==> config.mk <==
export PLATFORM = sky130hd
export DESIGN_NAME = lcdseg_driver
export DESIGN_NICKNAME = d
export VERILOG_FILES = /design/src/rtl/lcdseg_pkg.sv /design/src/rtl/lcdseg_chain_ctl.sv /design/src/rtl/lcdseg_fill.sv /design/src/rtl/lcdseg_latch_enc.sv /design/src/rtl/lcdseg_driver.sv
export SDC_FILE = /design/constraint.sdc
export NUM_CORES = 1
export LEC_CHECK = 0
export ABC_AREA = 0
export BUFFER_PORTS_ARGS = -buffer_cell sky130_fd_sc_hd__buf_2
export CORE_MARGIN = 3
export CORE_UTILIZATION = 35
export CTS_CLUSTER_SIZE = 30
export DETAILED_ROUTE_END_ITERATION = 10
export GPL_TIMING_DRIVEN = 0
export HOLD_SLACK_MARGIN = 0.03
export PLACE_DENSITY_LB_ADDON = 0.12
export SLEW_MARGIN = 40
export SYNTH_ARGS = -nofsm -noshare
export SYNTH_HDL_FRONTEND = slang
export SYNTH_HIERARCHICAL = 1
export SYNTH_SLANG_ARGS = --single-unit
==> constraint.sdc <==
create_clock -name clk -period 3.8 [get_ports clk]
set_input_delay 0.95 -clock clk [delete_from_list [all_inputs] [get_ports clk]]
set_output_delay 0.95 -clock clk [all_outputs]
set_load 0.02 [all_outputs]
==> src/rtl/lcdseg_pkg.sv <==
package lcdseg_pkg;

  typedef enum logic [1:0] {
    LV_V1  = 2'b00,
    LV_V3  = 2'b01,
    LV_V4  = 2'b10,
    LV_VEE = 2'b11
  } lvl_e;

  // Drive level for one segment from alternation, latched bit and blanking.
  function automatic lvl_e seg_level(input logic m, input logic q, input logic blank_n);
    lvl_e lv;
    if (!blank_n)    lv = LV_V1;
    else if (!m)     lv = q ? LV_V1 : LV_V3;
    else             lv = q ? LV_VEE : LV_V4;
    return lv;
  endfunction

endpackage

==> src/rtl/lcdseg_chain_ctl.sv <==
module lcdseg_chain_ctl #(
  parameter int NIBBLES = 20,
  parameter int CW      = 5
) (
  input  logic          clk,
  input  logic          rst_n,
  input  logic          dir_rl,
  input  logic          cas_r_in,
  input  logic          cas_l_in,
  input  logic          nib_valid,
  input  logic          latch_stb,
  output logic          nib_ready,
  output logic          accept,
  output logic [CW-1:0] cnt,
  output logic          cas_r_out,
  output logic          cas_l_out
);

  localparam logic [CW-1:0] LAST = CW'(NIBBLES - 1);

  logic en_n;
  logic full;

  // Direction picks which chain pin is the enable input.
  assign en_n      = dir_rl ? cas_l_in : cas_r_in;
  assign nib_ready = !en_n && !full && !latch_stb;
  assign accept    = nib_ready && nib_valid;

  always_ff @(posedge clk) begin
    if (!rst_n) begin
      cnt  <= '0;
      full <= 1'b0;
    end else if (latch_stb) begin
      cnt  <= '0;
      full <= 1'b0;
    end else if (accept) begin
      cnt <= cnt + 1'b1;
      if (cnt == LAST) full <= 1'b1;
    end
  end

  // The unused pin of the pair stays inactive (high).
  assign cas_l_out = dir_rl ? 1'b1 : !full;
  assign cas_r_out = dir_rl ? !full : 1'b1;

endmodule

==> src/rtl/lcdseg_fill.sv <==
module lcdseg_fill #(
  parameter int NSEG    = 80,
  parameter int DW      = 4,
  parameter int NIBBLES = 20,
  parameter int CW      = 5
) (
  input  logic            clk,
  input  logic            rst_n,
  input  logic            accept,
  input  logic            dir_rl,
  input  logic [CW-1:0]   cnt,
  input  logic [DW-1:0]   nib_data,
  output logic [NSEG-1:0] fill_q
);

  localparam logic [CW-1:0] TOP_SLOT = CW'(NIBBLES - 1);

  logic [CW-1:0] slot;

  // Ascending order for one direction, mirrored for the other.
  assign slot = dir_rl ? cnt : (TOP_SLOT - cnt);

  for (genvar g = 0; g < NIBBLES; g++) begin : g_slot
    logic [DW-1:0] q;
    always_ff @(posedge clk) begin
      if (!rst_n)                          q <= '0;
      else if (accept && slot == CW'(g))   q <= nib_data;
    end
    assign fill_q[g*DW +: DW] = q;
  end

endmodule

==> src/rtl/lcdseg_latch_enc.sv <==
module lcdseg_latch_enc
  import lcdseg_pkg::*;
#(
  parameter int NSEG = 80
) (
  input  logic              clk,
  input  logic              rst_n,
  input  logic              latch_stb,
  input  logic [NSEG-1:0]   fill_q,
  input  logic              alt_m,
  input  logic              blank_n,
  output logic [2*NSEG-1:0] level_code
);

  logic [NSEG-1:0] held;

  always_ff @(posedge clk) begin
    if (!rst_n)         held <= '0;
    else if (latch_stb) held <= fill_q;
  end

  for (genvar s = 0; s < NSEG; s++) begin : g_seg
    assign level_code[2*s +: 2] = seg_level(alt_m, held[s], blank_n);
  end

endmodule

==> src/rtl/lcdseg_driver.sv <==
module lcdseg_driver #(
  parameter int NSEG = 80,
  parameter int DW   = 4
) (
  input  logic              clk,
  input  logic              rst_n,
  input  logic              dir_rl,
  input  logic              nib_valid,
  input  logic [DW-1:0]     nib_data,
  output logic              nib_ready,
  input  logic              cas_r_in,
  input  logic              cas_l_in,
  output logic              cas_r_out,
  output logic              cas_l_out,
  input  logic              latch_stb,
  input  logic              alt_m,
  input  logic              blank_n,
  output logic [2*NSEG-1:0] level_code
);

  localparam int NIBBLES = NSEG / DW;
  localparam int CW      = $clog2(NIBBLES + 1);

  logic            accept;
  logic [CW-1:0]   nib_cnt;
  logic [NSEG-1:0] fill_q;

  lcdseg_chain_ctl #(.NIBBLES(NIBBLES), .CW(CW)) u_ctl (
    .clk(clk), .rst_n(rst_n), .dir_rl(dir_rl),
    .cas_r_in(cas_r_in), .cas_l_in(cas_l_in),
    .nib_valid(nib_valid), .latch_stb(latch_stb),
    .nib_ready(nib_ready), .accept(accept), .cnt(nib_cnt),
    .cas_r_out(cas_r_out), .cas_l_out(cas_l_out)
  );

  lcdseg_fill #(.NSEG(NSEG), .DW(DW), .NIBBLES(NIBBLES), .CW(CW)) u_fill (
    .clk(clk), .rst_n(rst_n), .accept(accept), .dir_rl(dir_rl),
    .cnt(nib_cnt), .nib_data(nib_data), .fill_q(fill_q)
  );

  lcdseg_latch_enc #(.NSEG(NSEG)) u_enc (
    .clk(clk), .rst_n(rst_n), .latch_stb(latch_stb), .fill_q(fill_q),
    .alt_m(alt_m), .blank_n(blank_n), .level_code(level_code)
  );

endmodule

**Yosys cells after proc, flatten, opt, wreduce, memory -nomap -nowiden**

Index checks and enable logic that the tools add are counted.

- Flip-flop bits (word level): 166
- Input bits: 13
- Output and inout port bits: 163

- Add/sub/neg operators: 2
- Reduce and logical (&&, ||, !) cells: 29
- Bitwise gates (word level): 1
- Mux-type cells: 324
- Eq/ne operators: 20

Operators with widths:

| operator | count |
|---|---|
| $mux 2 | 160 |
| $mux 1 | 163 |
| $eq 5x4->1 const B | 8 |
| $eq 5x5->1 const B | 5 |
| $logic_and 1x1->1 | 23 |
| $eq 5x3->1 const B | 4 |
| $eq 5x2->1 const B | 2 |
| $add 5x1->5 const B | 1 |
| $eq 5x1->1 const B | 1 |
| $logic_not 5->1 | 1 |
| $mux 5 | 1 |
| $sub 5x5->5 const A | 1 |
| $logic_not 1->1 | 3 |
| $reduce_and 2->1 | 1 |
| $reduce_or 2->1 | 1 |
| $not 1->1 | 1 |

**Longest topological paths before layout**

- Depth after elaboration: 6
- Gate-level depth with buffers: 7

**Hierarchy**

Netlist, hierarchy kept.

By module, submodules not included:

| module | cells each | instances | area an instance (um^2) | seq. area each (um^2) |
|---|---|---|---|---|
| lcdseg_latch_enc | 514 | 1 | 5026.1 | 1601.5 |
| lcdseg_fill | 323 | 1 | 3488.3 | 1601.5 |
| lcdseg_chain_ctl | 38 | 1 | 326.6 | 120.1 |

**Worst setup path after synthesis**

OpenSTA, ideal clock, no wires.

- Kind: input to output
- Start: in alt_m
- End: out level_code[101]
- Arrival: 3.153 ns
- Slack: -0.303 ns
- Cell stages on the path: 4
- Cells stage by stage: buf_6 -> buf_8 -> and2_1 -> buf_4

- Cells in the longest elaborated chain, start to end: 2

Ends and longest elaborated chain:

| element | line | source |
|---|---|---|
| start, declared | lcdseg_driver.sv:16 | `input logic alt_m,` |
| $mux 2 | lcdseg_pkg.sv:14 | `else if (!m) lv = q ? LV_V1 : LV_V3;` |
| $mux 2 | lcdseg_pkg.sv:13 | `if (!blank_n) lv = LV_V1;` |
| end, declared | lcdseg_driver.sv:18 | `output logic [2*NSEG-1:0] level_code` |

No other way between the ends.

**Worst setup path in the final report**

- Start: in alt_m
- End: out level_code[125]

Same word-level chain as after synthesis.

==> results.sh <==
export IMPL_cts_resized=0
export IMPL_peakVddDrop_mv=0.261
export IMPL_synth_seq_area_share_pct=37.6
export IMPL_nFillCells=2435
export IMPL_worstPathRequired_ns=2.85
export IMPL_synth_top_area_share_pct=37.6
export IMPL_leakage_nw=4.44
export IMPL_antenna_found_initial=0
export IMPL_grt_pass1_wl_um=32000
export IMPL_htree_levels=4
export IMPL_status="finished, final reports clean"
export IMPL_start_kind="input pin"
export IMPL_insertion_delay_ns=0.43
export IMPL_final_area_um2=10700
export IMPL_start_util_pct=35.9
export IMPL_clockRootBuffer="clkbuf_16"
export IMPL_dr_pass1_iters=4
export IMPL_crit_type="in2out"
export IMPL_hold_buffers=0
export IMPL_synth_edf_count=0
export IMPL_fin_worst_skew_ns=0.00993
export IMPL_die_w_um=165
export IMPL_fin_util_pct=43.5
export IMPL_fin_nets=1085
export IMPL_drtIter0Drc=244
export IMPL_worst_slack_ns=0.414
export IMPL_syn_nets=892
export IMPL_synth_ff_type="dfxtp_1"
export IMPL_wl_um=21300
export IMPL_clock_sinks=166
export IMPL_core_um2=24600
export IMPL_cts_inserted_buffers=17
export IMPL_reg2reg_depth=6
export IMPL_syn_cell_area_um2=8840
export IMPL_final_cell_mix="177 x buf_2, 166 x dfxtp_1, 160 x mux2i_1"
export IMPL_tightest_slew_ns=0.770
export IMPL_syn_area_per_cell_um2=10.1
export IMPL_drive_above_1_share_pct=31.5
export IMPL_post_drt_wl_per_cell_um=15.1
export IMPL_fmax_mhz=295
export IMPL_critical_path_arrival_ns=2.44
export IMPL_synthTopCellsByArea="dfxtp_1 38%, mux2i_1 18%, xnor2_1 7.9%"
export IMPL_place_ws_ns=0.405
export IMPL_r2r_start="u_ctl/full$_SDFFE_PP0P_"
export IMPL_min_period_ns=3.39
export IMPL_synth_ff_latch_count=166
export IMPL_yosysWarnings=6
export IMPL_maxCapViolations=0
export IMPL_cp_max_fo=80
export IMPL_io_pins=176
export IMPL_period_share_pct=89.1
export IMPL_num_vias=6065
export IMPL_synth_top_area_cell="dfxtp_1"
export IMPL_cp_top_family="buffers and inverters"
export IMPL_portBuffers=174
export IMPL_grt_overflow=0
export IMPL_slew_headroom_pct=48.5
export IMPL_ys_types=42
export IMPL_worstReg2RegEnd="u_fill/g_slot[16].q[3]$_SDFFE_PN0P_"
export IMPL_area_delta_synth_final_pct=21.1
export IMPL_first_global_vias=5699
export IMPL_slew_viol_final=0
export IMPL_rrSetupSlack_ns=1.40
export IMPL_netlist_instances=875
export IMPL_cellPowerDensity_nw_per_um2=379
export IMPL_grt_max_degree=81
export IMPL_async_flop_share_pct=0
export IMPL_crit_buf_inv=4
export IMPL_track_usage_pct=15.4
export IMPL_ant_nets=0
export IMPL_slowest_delay_ns=0.63
export IMPL_tns_ns=0
export IMPL_hold_start="u_fill/g_slot[17].q[0]$_SDFFE_PN0P_"
export IMPL_cts_tree="done"
export IMPL_slowest_stage="and2_4"
export IMPL_clockBufferDepth=2
export IMPL_dieArea_um2=27200
export IMPL_timing_final_hold_violations=0
export IMPL_hp_class="reg2reg"
export IMPL_place_area_um2=10100
export IMPL_drc_errors=0
export IMPL_place_congestion=0.755
export IMPL_worst_setup_path_end_kind="output pin"
export IMPL_dpl_hpwl_um=15300
export IMPL_fp_row_count=57
export IMPL_final_common_cell="buf_2"
export IMPL_path_cells="buf_6, buf_8, and2_4, buf_4, buf_2"
export IMPL_vias_per_cell=4.31
export IMPL_dieHeight_um=165
export IMPL_path_clk_slew_ns=0.06
export IMPL_cts_setup_buffers=0
export IMPL_min_path_cells=2
export IMPL_setup_violations=0
export IMPL_hold_path_end="u_fill/g_slot[17].q[0]$_SDFFE_PN0P_"
export IMPL_grt_setup_unrepaired="false"
[state kept, by name, indices dropped and copies added (netlist names)]
| register | cells |
|---|---|
| u_enc/held | 80 |
| u_fill/g_slot.q | 80 |
| u_ctl/full | 1 |
| u_ctl/cnt | 5 |
[kinds of logic after synthesis]
kind of cell	Yosys count	synth area share (%)
compound gates	20	1.56
buf+inv	140	11.9
mux	164	18.9
simple gates	300	21.2
flops	166	37.6
fa+ha+maj	4	0.566
xor+xnor	81	8.24
[synthesized netlist by cell type (5+ instances only)]
cell	instances
a21oi_1	5
and2_1	83
buf_4	79
buf_8	16
clkbuf_1	33
dfxtp_1	166
mux2i_1	160
nand2_1	89
nor2_1	6
nor2b_1	85
nor3_4	16
xnor2_1	80
[per-stage QoR]
stage               cells  hold slack (ns)  total power, W
global route         1405            0.471         0.00422
floorplan             875            0.434         0.00221
detailed placement   1373            0.450         0.00238
CTS                  1405            0.457         0.00411
finish               1406            0.458         0.00406
global placement     1373            0.444         0.00238
[worst register-to-register path: cells and delay by family (launching register included)]
family        cells  cell delay (ns)
simple gates      4             1.57
flops             1             0.35
buf+inv           1             0.15
mux               1             0.24
[final cells by class]
class | instances | area [um2] | area share [%]
diodes | 1 | 2.50 | 0.0234
multi-input cells | 569 | 4460 | 41.7
plain buffers | 137 | 1040 | 9.75
repair buffers | 174 | 871 | 8.13
clock buffers | 18 | 439 | 4.10
well taps | 324 | 405 | 3.79
inverters | 3 | 11.3 | 0.105
clock inverters | 14 | 149 | 1.39
flip-flops and latches | 166 | 3320 | 31.0
[per-layer routing]
layer / wire length [um] / global-route usage (%) / vias to the layer above
li1: - / - / 3161
met1: 10300 / 21.1 / 2787
met2: 9790 / 24.6 / 102
met3: 847 / 3.11 / 15
met4: 273 / 4.38 / 0
met5: 0 / 0 / -
[where the power goes]
part / internal [W] / switching [W]
sequential: 0.00174 / 0.00000248
clock: 0.000989 / 0.000737
combinational: 0.000243 / 0.000341
total: 0.00297 / 0.00108
[worst max path at each step]
| stage | start | endpoint | slack [ns] | cells past startpoint |
|---|---|---|---|---|
| floorplan | alt_m | level_code[101] | 0.43 | 4 |
| global placement | alt_m | level_code[67] | 0.02 | 5 |
| detailed placement | alt_m | level_code[25] | 0.40 | 5 |
| CTS | alt_m | level_code[25] | 0.40 | 5 |
| global route | alt_m | level_code[85] | 0.31 | 5 |
| finish | alt_m | level_code[125] | 0.41 | 5 |
Note: power is estimated with default switching activity, not from simulation.
